$ cat src/rtl/rx_pkg.sv
// Shared types for the oversampled receiver.
// Assumes an 8-bit maximum character width at the top level.
package rx_pkg;

    typedef enum logic [2:0] {
        ST_IDLE,
        ST_START,
        ST_DATA,
        ST_PAR,
        ST_STOP
    } rx_state_e;

    typedef struct packed {
        logic [7:0] data;
        logic       par_bad;
        logic       stop_bad;
    } frame_res_t;

endpackage

$ cat src/rtl/rx_frame_seq.sv
// Frame sequencer: detects the start edge on the base-clock enable, counts
// OSR ticks per bit and samples each bit at the nominal centre. It emits a
// one-cycle done pulse with the character and per-frame error results.
// Assumes: format inputs are stable during a frame; tick is one cycle wide.
module rx_frame_seq
    import rx_pkg::*;
#(
    parameter int OSR = 16,
    parameter int DW  = 8
) (
    input  logic       clk,
    input  logic       rst_n,
    input  logic       tick,
    input  logic       rxd,
    input  logic       rx_en,
    input  logic       short_char,
    input  logic       par_en,
    input  logic       par_odd,
    input  logic       two_stop,
    output logic       done,
    output frame_res_t res
);
    localparam int CW        = $clog2(OSR);
    localparam int IW        = $clog2(DW);
    localparam int SAMPLE_AT = OSR / 2 - 1;

    rx_state_e     st;
    logic [CW-1:0] cnt;
    logic [IW-1:0] bit_idx;
    logic          stop_idx;
    logic          prev_rxd;
    logic [DW-1:0] sh;
    logic          par_acc;
    logic          stop_bad_q;
    logic          samp;
    logic [IW-1:0] last_idx;

    // Sample strobe: the tick on which the current bit is at its centre.
    always_comb samp = tick && (cnt == CW'(SAMPLE_AT));

    // Index of the final data bit for the selected character length.
    always_comb last_idx = short_char ? IW'(DW - 2) : IW'(DW - 1);

    // Sequencer state, tick counter, shift register and result capture.
    always_ff @(posedge clk) begin
        if (!rst_n) begin
            st         <= ST_IDLE;
            cnt        <= '0;
            bit_idx    <= '0;
            stop_idx   <= 1'b0;
            prev_rxd   <= 1'b1;
            sh         <= '0;
            par_acc    <= 1'b0;
            stop_bad_q <= 1'b0;
            done       <= 1'b0;
            res        <= '0;
        end else begin
            done <= 1'b0;
            if (tick) prev_rxd <= rxd;
            if (!rx_en) begin
                st <= ST_IDLE;
            end else if (tick) begin
                if (st != ST_IDLE) cnt <= cnt + 1'b1;
                unique case (st)
                    ST_IDLE: begin
                        if (prev_rxd && !rxd) begin
                            st  <= ST_START;
                            cnt <= CW'(1);
                        end
                    end
                    ST_START: begin
                        if (samp) begin
                            if (rxd) begin
                                st <= ST_IDLE;
                            end else begin
                                st         <= ST_DATA;
                                bit_idx    <= '0;
                                par_acc    <= 1'b0;
                                stop_bad_q <= 1'b0;
                                stop_idx   <= 1'b0;
                            end
                        end
                    end
                    ST_DATA: begin
                        if (samp) begin
                            sh      <= {rxd, sh[DW-1:1]};
                            par_acc <= par_acc ^ rxd;
                            if (bit_idx == last_idx) begin
                                st <= par_en ? ST_PAR : ST_STOP;
                            end else begin
                                bit_idx <= bit_idx + 1'b1;
                            end
                        end
                    end
                    ST_PAR: begin
                        if (samp) begin
                            par_acc <= par_acc ^ rxd;
                            st      <= ST_STOP;
                        end
                    end
                    ST_STOP: begin
                        if (samp) begin
                            if (two_stop && !stop_idx) begin
                                stop_idx   <= 1'b1;
                                stop_bad_q <= stop_bad_q | !rxd;
                            end else begin
                                st           <= ST_IDLE;
                                done         <= 1'b1;
                                res.data     <= short_char ? 8'(sh >> 1) : 8'(sh);
                                res.par_bad  <= par_en & (par_acc ^ par_odd);
                                res.stop_bad <= stop_bad_q | !rxd;
                            end
                        end
                    end
                    default: st <= ST_IDLE;
                endcase
            end
        end
    end


    glitch_idle_chk: assert property (@(posedge clk) disable iff (!rst_n)
        (rx_en && st == ST_START && samp && rxd) |=> (st == ST_IDLE && !done));


    disable_idle_chk: assert property (@(posedge clk) disable iff (!rst_n)
        !rx_en |=> (st == ST_IDLE && !done));

endmodule

$ cat src/rtl/rx_status.sv
// Receive status holder: the data buffer, data-ready flag and the three
// sticky error flags. Flags are changed only by frame completion (set) and
// their own clear strobes. Assumes done is a single-cycle pulse.
module rx_status
    import rx_pkg::*;
(
    input  logic       clk,
    input  logic       rst_n,
    input  logic       done,
    input  frame_res_t res,
    input  logic       rd_strobe,
    input  logic       clr_ovr,
    input  logic       clr_per,
    input  logic       clr_fer,
    output logic [7:0] data,
    output logic       ready,
    output logic       ovr,
    output logic       per,
    output logic       fer
);
    logic busy;
    logic load;
    logic set_ovr;

    // A read in the completion cycle frees the buffer for the new frame.
    always_comb begin
        busy    = ready && !rd_strobe;
        load    = done && !busy;
        set_ovr = done && busy;
    end

    // Buffer, ready flag and sticky flags; a set wins over a same-cycle clear.
    always_ff @(posedge clk) begin
        if (!rst_n) begin
            data  <= '0;
            ready <= 1'b0;
            ovr   <= 1'b0;
            per   <= 1'b0;
            fer   <= 1'b0;
        end else begin
            if (load) data <= res.data;
            ready <= (ready && !rd_strobe) || load;
            ovr   <= (ovr && !clr_ovr) || set_ovr;
            per   <= (per && !clr_per) || (load && res.par_bad);
            fer   <= (fer && !clr_fer) || (load && res.stop_bad);
        end
    end


    ovr_keeps_data_chk: assert property (@(posedge clk) disable iff (!rst_n)
        (done && ready && !rd_strobe) |=> (ovr && $stable(data)));


    per_sticky_chk: assert property (@(posedge clk) disable iff (!rst_n)
        (per && !clr_per) |=> per);


    fer_sticky_chk: assert property (@(posedge clk) disable iff (!rst_n)
        (fer && !clr_fer) |=> fer);


    ovr_sticky_chk: assert property (@(posedge clk) disable iff (!rst_n)
        (ovr && !clr_ovr) |=> ovr);

endmodule

$ cat src/rtl/tx_gate.sv
// Transmit-start gate: passes the buffer-empty indication, blocking it in
// synchronous mode while any receive error is pending. Purely combinational.
module tx_gate (
    input  logic sync_mode,
    input  logic tx_empty,
    input  logic ovr,
    input  logic per,
    input  logic fer,
    output logic permit
);
    // Interlock: any pending receive error blocks transmit start when synchronous.
    always_comb permit = tx_empty && !(sync_mode && (ovr || per || fer));
endmodule

$ cat src/rtl/oversampled_rx.sv
// Top level: oversampled serial receiver with the transmit-start interlock.
// Assumes tick_en pulses OSR times per bit and rxd idles high.
module oversampled_rx
    import rx_pkg::*;
#(
    parameter int OSR = 16
) (
    input  logic       clk,
    input  logic       rst_n,
    input  logic       tick_en,
    input  logic       rxd,
    input  logic       rx_en,
    input  logic       fmt_seven,
    input  logic       par_en,
    input  logic       par_odd,
    input  logic       two_stop,
    input  logic       sync_mode,
    input  logic       tx_empty,
    input  logic       clr_overrun,
    input  logic       clr_parity,
    input  logic       clr_framing,
    input  logic       rd_strobe,
    output logic [7:0] rx_data,
    output logic       rx_ready,
    output logic       err_overrun,
    output logic       err_parity,
    output logic       err_framing,
    output logic       tx_permit
);
    logic       done;
    frame_res_t res;

    rx_frame_seq #(.OSR(OSR), .DW(8)) seq_i (
        .clk        (clk),
        .rst_n      (rst_n),
        .tick       (tick_en),
        .rxd        (rxd),
        .rx_en      (rx_en),
        .short_char (fmt_seven),
        .par_en     (par_en),
        .par_odd    (par_odd),
        .two_stop   (two_stop),
        .done       (done),
        .res        (res)
    );

    rx_status status_i (
        .clk       (clk),
        .rst_n     (rst_n),
        .done      (done),
        .res       (res),
        .rd_strobe (rd_strobe),
        .clr_ovr   (clr_overrun),
        .clr_per   (clr_parity),
        .clr_fer   (clr_framing),
        .data      (rx_data),
        .ready     (rx_ready),
        .ovr       (err_overrun),
        .per       (err_parity),
        .fer       (err_framing)
    );

    tx_gate gate_i (
        .sync_mode (sync_mode),
        .tx_empty  (tx_empty),
        .ovr       (err_overrun),
        .per       (err_parity),
        .fer       (err_framing),
        .permit    (tx_permit)
    );


    permit_block_chk: assert property (@(posedge clk) disable iff (!rst_n)
        (sync_mode && (err_overrun || err_parity || err_framing)) |-> !tx_permit);

endmodule

$ cat config.mk
export PLATFORM = sky130hd
export DESIGN_NAME = oversampled_rx
export DESIGN_NICKNAME = d
export VERILOG_FILES = /design/src/rtl/rx_pkg.sv /design/src/rtl/rx_frame_seq.sv /design/src/rtl/rx_status.sv /design/src/rtl/tx_gate.sv /design/src/rtl/oversampled_rx.sv
export SDC_FILE = /design/constraint.sdc
export NUM_CORES = 1
export LEC_CHECK = 0
export ABC_AREA = 1
export BUFFER_PORTS_ARGS = -buffer_cell sky130_fd_sc_hd__buf_2
export CORE_AREA = 2 2 113 71
export CTS_CLUSTER_DIAMETER = 60
export CTS_CLUSTER_SIZE = 14
export DETAILED_ROUTE_END_ITERATION = 7
export DIE_AREA = 0 0 115 73
export PLACE_DENSITY = 0.49
export REMOVE_ABC_BUFFERS = 1
export SETUP_SLACK_MARGIN = 0.02
export SLEW_MARGIN = 0
export SYNTH_ARGS = -nofsm -noshare
export SYNTH_HDL_FRONTEND = slang
export SYNTH_HIERARCHICAL = 1
export SYNTH_SLANG_ARGS = --single-unit
$ cat constraint.sdc
create_clock -name clk -period 2.9 [get_ports clk]
set_input_delay 0.435 -clock clk [delete_from_list [all_inputs] [get_ports clk]]
set_output_delay 0.435 -clock clk [all_outputs]
set_load 0.02 [all_outputs]
## After elaboration in Yosys (flattened, before gate mapping)

Index checks and enable logic that the tools add are counted.

- Bitwise operators: 5
- Add/sub/neg operators: 2
- Reduce and logical (&&, ||, !) cells: 42
- Mux-type cells: 31
- Equal/unequal tests: 17

Operators by type and width:

| cell | count |
|---|---|
| $mux W3 | 12 |
| $ne A2 B1 Y1 const B | 8 |
| $pmux W3 S5 | 1 |
| $reduce_and A7 Y1 | 2 |
| $logic_and A1 B1 Y1 | 13 |
| $mux W4 | 3 |
| $reduce_and A5 Y1 | 2 |
| $mux W1 | 9 |
| $logic_not A1 Y1 | 8 |
| $mux W8 | 1 |
| $reduce_and A8 Y1 | 1 |
| $eq A3 B2 Y1 const B | 2 |
| $logic_or A1 B1 Y1 | 6 |
| $ne A2 B2 Y1 const B | 3 |
| $pmux W1 S2 | 3 |
| $pmux W3 S2 | 1 |
| $reduce_and A6 Y1 | 1 |
| $reduce_bool A2 Y1 | 3 |
| $add A4 B1 Y4 const B | 1 |
| $eq A4 B3 Y1 const B | 1 |
| $reduce_and A2 Y1 | 2 |
| $reduce_and A4 Y1 | 1 |
| $add A3 B1 Y3 const B | 1 |
| $eq A3 B1 Y1 const B | 1 |
| 10 further kinds | 11 |

- Word-level logic and storage cells: 114
- Register bits: 45
- Output and inout port bits: 13
- Input bits: 15

## Logic depth before layout (Yosys ltp)

- Word-level depth: 6
- Gate-level depth with buffers: 10
- Mapped depth without buffers: 10

## Cells and area by module

The synthesis kept the hierarchy.

Modules (own cells, without submodules):

| module | sequential area each (um^2) | area each (um^2) | instances | cells an instance |
|---|---|---|---|---|
| rx_frame_seq | 660.6 | 1600.3 | 1 | 230 |
| rx_status | 240.2 | 529.3 | 1 | 73 |
| tx_gate | 0.0 | 23.8 | 1 | 5 |

## Worst setup path after synthesis

No wires, ideal clock.

- Kind: register to register
- From: register seq_i.cnt[0]
- To: register seq_i/res[1] (netlist name)
- Setup slack: 1484 ps
- Arrival time: 1301 ps
- Period minus slack after synthesis: 1416 ps
- Data required time: 2784 ps
- Cell stages (with the launch flop): 10
- Path through: dfxtp_1 -> ha_1 -> nand2_1 -> inv_1 -> nand2_2 -> inv_1 -> nand4_1 -> clkbuf_2 -> o21ai_0 -> nor2_1

- Word-level cells in the longest chain between the ends: 3

Ends and longest elaborated chain:

| element | line | RTL |
|---|---|---|
| start: declaration | rx_frame_seq.sv:28 | `logic [CW-1:0] cnt;` |
| start signal: assignment | rx_frame_seq.sv:63 | `if (st != ST_IDLE) cnt <= cnt + 1'b1;` |
| $eq A4 B3 Y1 | rx_frame_seq.sv:39 | `always_comb samp = tick && (cnt == CW'(SAMPLE_AT));` |
| $logic_and A1 B1 Y1 | rx_frame_seq.sv:39 |  |
| $reduce_and A5 Y1 (no line) | - |  |

Every way passes these cells.
A chain may end at the register's enable or synchronous reset.

## Final worst setup path

- From: register seq_i.cnt[0]
- To: register seq_i/res[1] (netlist name)

- Word-level cells in the longest chain between the ends: 3

Ends and longest elaborated chain:

| element | line |
|---|---|
| $eq A4 B3 Y1 | rx_frame_seq.sv:39 |
| $logic_and A1 B1 Y1 | rx_frame_seq.sv:39 |
| $reduce_and A5 Y1 (no line) | - |

Every way passes these cells.

==> impl_metrics.env <==
export IMPL_yosys_warnings=6
export IMPL_critPathLaunchType="flop"
export IMPL_hold_path_class="in -> reg"
export IMPL_postLayoutCellArea_um2=2480
export IMPL_setup_viol=0
export IMPL_min_path_cells=4
export IMPL_initialDrtViolationCount=103
export IMPL_syn_area_per_cell_um2=6.99
export IMPL_worstPathRequired_ps=3070
export IMPL_coreArea_um2=7510
export IMPL_grt_pass1_vias=1708
export IMPL_cts_path_max_buffers=2
export IMPL_ant_nets=0
export IMPL_die_y_um=73
export IMPL_cp_end_kind="flop"
export IMPL_drtPass1Iterations=4
export IMPL_place_hpwl_um=3430
export IMPL_antenna_found_initial=0
export IMPL_clkTransAtPathRegs_ps=60
export IMPL_ys_ff_latch=45
export IMPL_ctsHoldBuffers=0
export IMPL_status="complete, no violations"
export IMPL_final_hold_viol_count=0
export IMPL_cts_buffers=5
export IMPL_crit_family="simple AND/OR/NAND/NOR gates"
export IMPL_cts_htree_levels=2
export IMPL_worst_path_stages=9
export IMPL_regArea_um2=901
export IMPL_clk_latency_ps=280
export IMPL_root_buffer="clkbuf_16"
export IMPL_track_usage=0.121
export IMPL_vias=1902
export IMPL_nFillCells=813
export IMPL_period_share=0.663
export IMPL_cap_violations=0
export IMPL_grt_ovfl_total=0
export IMPL_dieArea_um2=8400
export IMPL_layout_commonest_cell="nand2_1"
export IMPL_cts_tree="built"
export IMPL_worstSetupPathType="reg -> reg"
export IMPL_n_antenna_cell=0
export IMPL_slew_viol_final=0
export IMPL_wl_per_cell_um=11.2
export IMPL_synthTopCellsByArea="dfxtp_1 (42%), nand2_1 (9.9%), nor2_1 (8.7%), inv_1 (7.1%), a21oi_1 (5.6%)"
export IMPL_place_area_um2=2350
export IMPL_post_cts_resized=0
export IMPL_drive_gt1_frac=0.154
export IMPL_start_util=0.287
export IMPL_place_port_buffers=27
export IMPL_wl_um=4750
export IMPL_netlist_instances=308
export IMPL_leakage_nw=1.06
export IMPL_power_density_nw_per_um2=503
export IMPL_cp_num_buf_inv=3
export IMPL_worst_pin_slew_ps=724
export IMPL_cts_sinks=45
export IMPL_syn_area_um2=2150
export IMPL_grt_max_degree=25
export IMPL_die_w_um=115
export IMPL_rsz0062_at_grt="no"
export IMPL_pin_count=28
export IMPL_setup_tns_ps=0
export IMPL_seq_area_frac_synth=0.418
export IMPL_post_route_drc_count=0
export IMPL_slew_headroom=0.516
export IMPL_layout_common_cells="nand2_1 (57), nor2_1 (50), dfxtp_1 (45)"
export IMPL_ys_types=33
export IMPL_clock_skew_ps=2.67
export IMPL_cp_slowest_cell="dfxtp_1"
export IMPL_crit_path_max_fanout=12
export IMPL_worstPathCellList="ha_1, nand2_1, inv_1, nand2_2, inv_1, nand4_1, clkinv_1, nor2_1, nor2_1"
export IMPL_synth_top_area_frac=0.418
export IMPL_max_freq_ghz=0.520
export IMPL_ir_drop_v=0.000184
export IMPL_layout_nets=350
export IMPL_synth_top_area_cell="dfxtp_1"
export IMPL_cpPeakStageDelay_ps=340
export IMPL_routed_via_density=4.46
export IMPL_rows=25
export IMPL_min_period_ps=1920
export IMPL_place_congestion=0.821
export IMPL_synthToLayoutAreaGrowth_pct=15.3
export IMPL_r2r_cells=9
export IMPL_post_cts_setup_buffers=0
export IMPL_grt_pass1_wl_um=7990
export IMPL_multi_input_area_um2=1020
export IMPL_arrival_ps=2090
## synth_stat cells (all sizes together)
library cell / instances
nor2: 51
o21ai: 23
or2: 1
clkinv: 1
a211oi: 8
inv: 44
clkbuf: 5
nand3: 25
xnor2: 1
nor3: 4
a21oi: 26
o22ai: 1
nand4: 4
buf: 5
xor2: 1
nor4: 1
o211ai: 1
dfxtp: 45
ha: 2
nand2: 59
## cell families after synthesis
kind of cell / share of synthesized area
buffers and inverters: 0.106
XOR/XNOR: 0.00814
flip-flops: 0.418
adder cells (fa/ha/maj): 0.0116
AND/OR/NAND/NOR: 0.299
AO/OA/AOI/OAI: 0.156
## stage by stage
step            util  instances  hold WS [ps]  total power, W  worst slack, ps
2_1_floorplan      -        298           431        0.000703             1330
6_report       0.331        426           410         0.00125              977
3_3_place_gp   0.314        420           441        0.000742             1040
3_5_place_dp   0.314        420           456        0.000740              957
5_1_grt        0.331        426           427         0.00131              720
4_1_cts        0.331        426           407         0.00127              956
## layer usage
| metal | vias to the layer above | part of all wire | GRT usage |
|---|---|---|---|
| met5 | - | 0 | 0 |
| met1 | 826 | 0.56 | 0.180 |
| met2 | 34 | 0.38 | 0.166 |
| met3 | 2 | 0.051 | 0.0324 |
| li1 | 1040 | - | - |
| met4 | 0 | 0.0061 | 0.0402 |
## worst paths after layout
kind	from	to	slack [ps]
max	seq_i/cnt[0]	seq_i/res[1]	980
min	clr_overrun	status_i/ovr	410
max reg2reg	seq_i/cnt[0]	seq_i/res[1]	980
min reg2reg	seq_i/stop_bad_q	seq_i/stop_bad_q	460
## tightest hold or removal path, cell delays in order
cell and delay, ps:
buf_2 70, inv_1 30, nand2_1 50, a21oi_1 50
## state kept, by name, indices dropped and copies added, names as in the netlist
signal / count
seq_i/bit_idx: 3
seq_i/cnt: 4
seq_i/done: 1
seq_i/par_acc: 1
seq_i/prev_rxd: 1
seq_i/res: 10
seq_i/sh: 8
seq_i/st: 3
seq_i/stop_bad_q: 1
seq_i/stop_idx: 1
status_i/data: 8
status_i/fer: 1
status_i/ovr: 1
status_i/per: 1
status_i/ready: 1
## report_power, final
| part | switching (W) | leakage, nW | internal, W |
|---|---|---|---|
| sequential | 0.00000549 | 0.363 | 0.000623 |
| combinational | 0.0000669 | 0.636 | 0.0000313 |
| clock | 0.000215 | 0.0655 | 0.000308 |
## cell type report
cell class	count	area share
inverter	45	0.0680
tap	94	0.0474
clock buffer	5	0.0504
clock inverter	1	0.00202
timing repair buffer	28	0.0574
multi-input combinational	208	0.412
sequential	45	0.363
(Power assumes the default switching activity.)
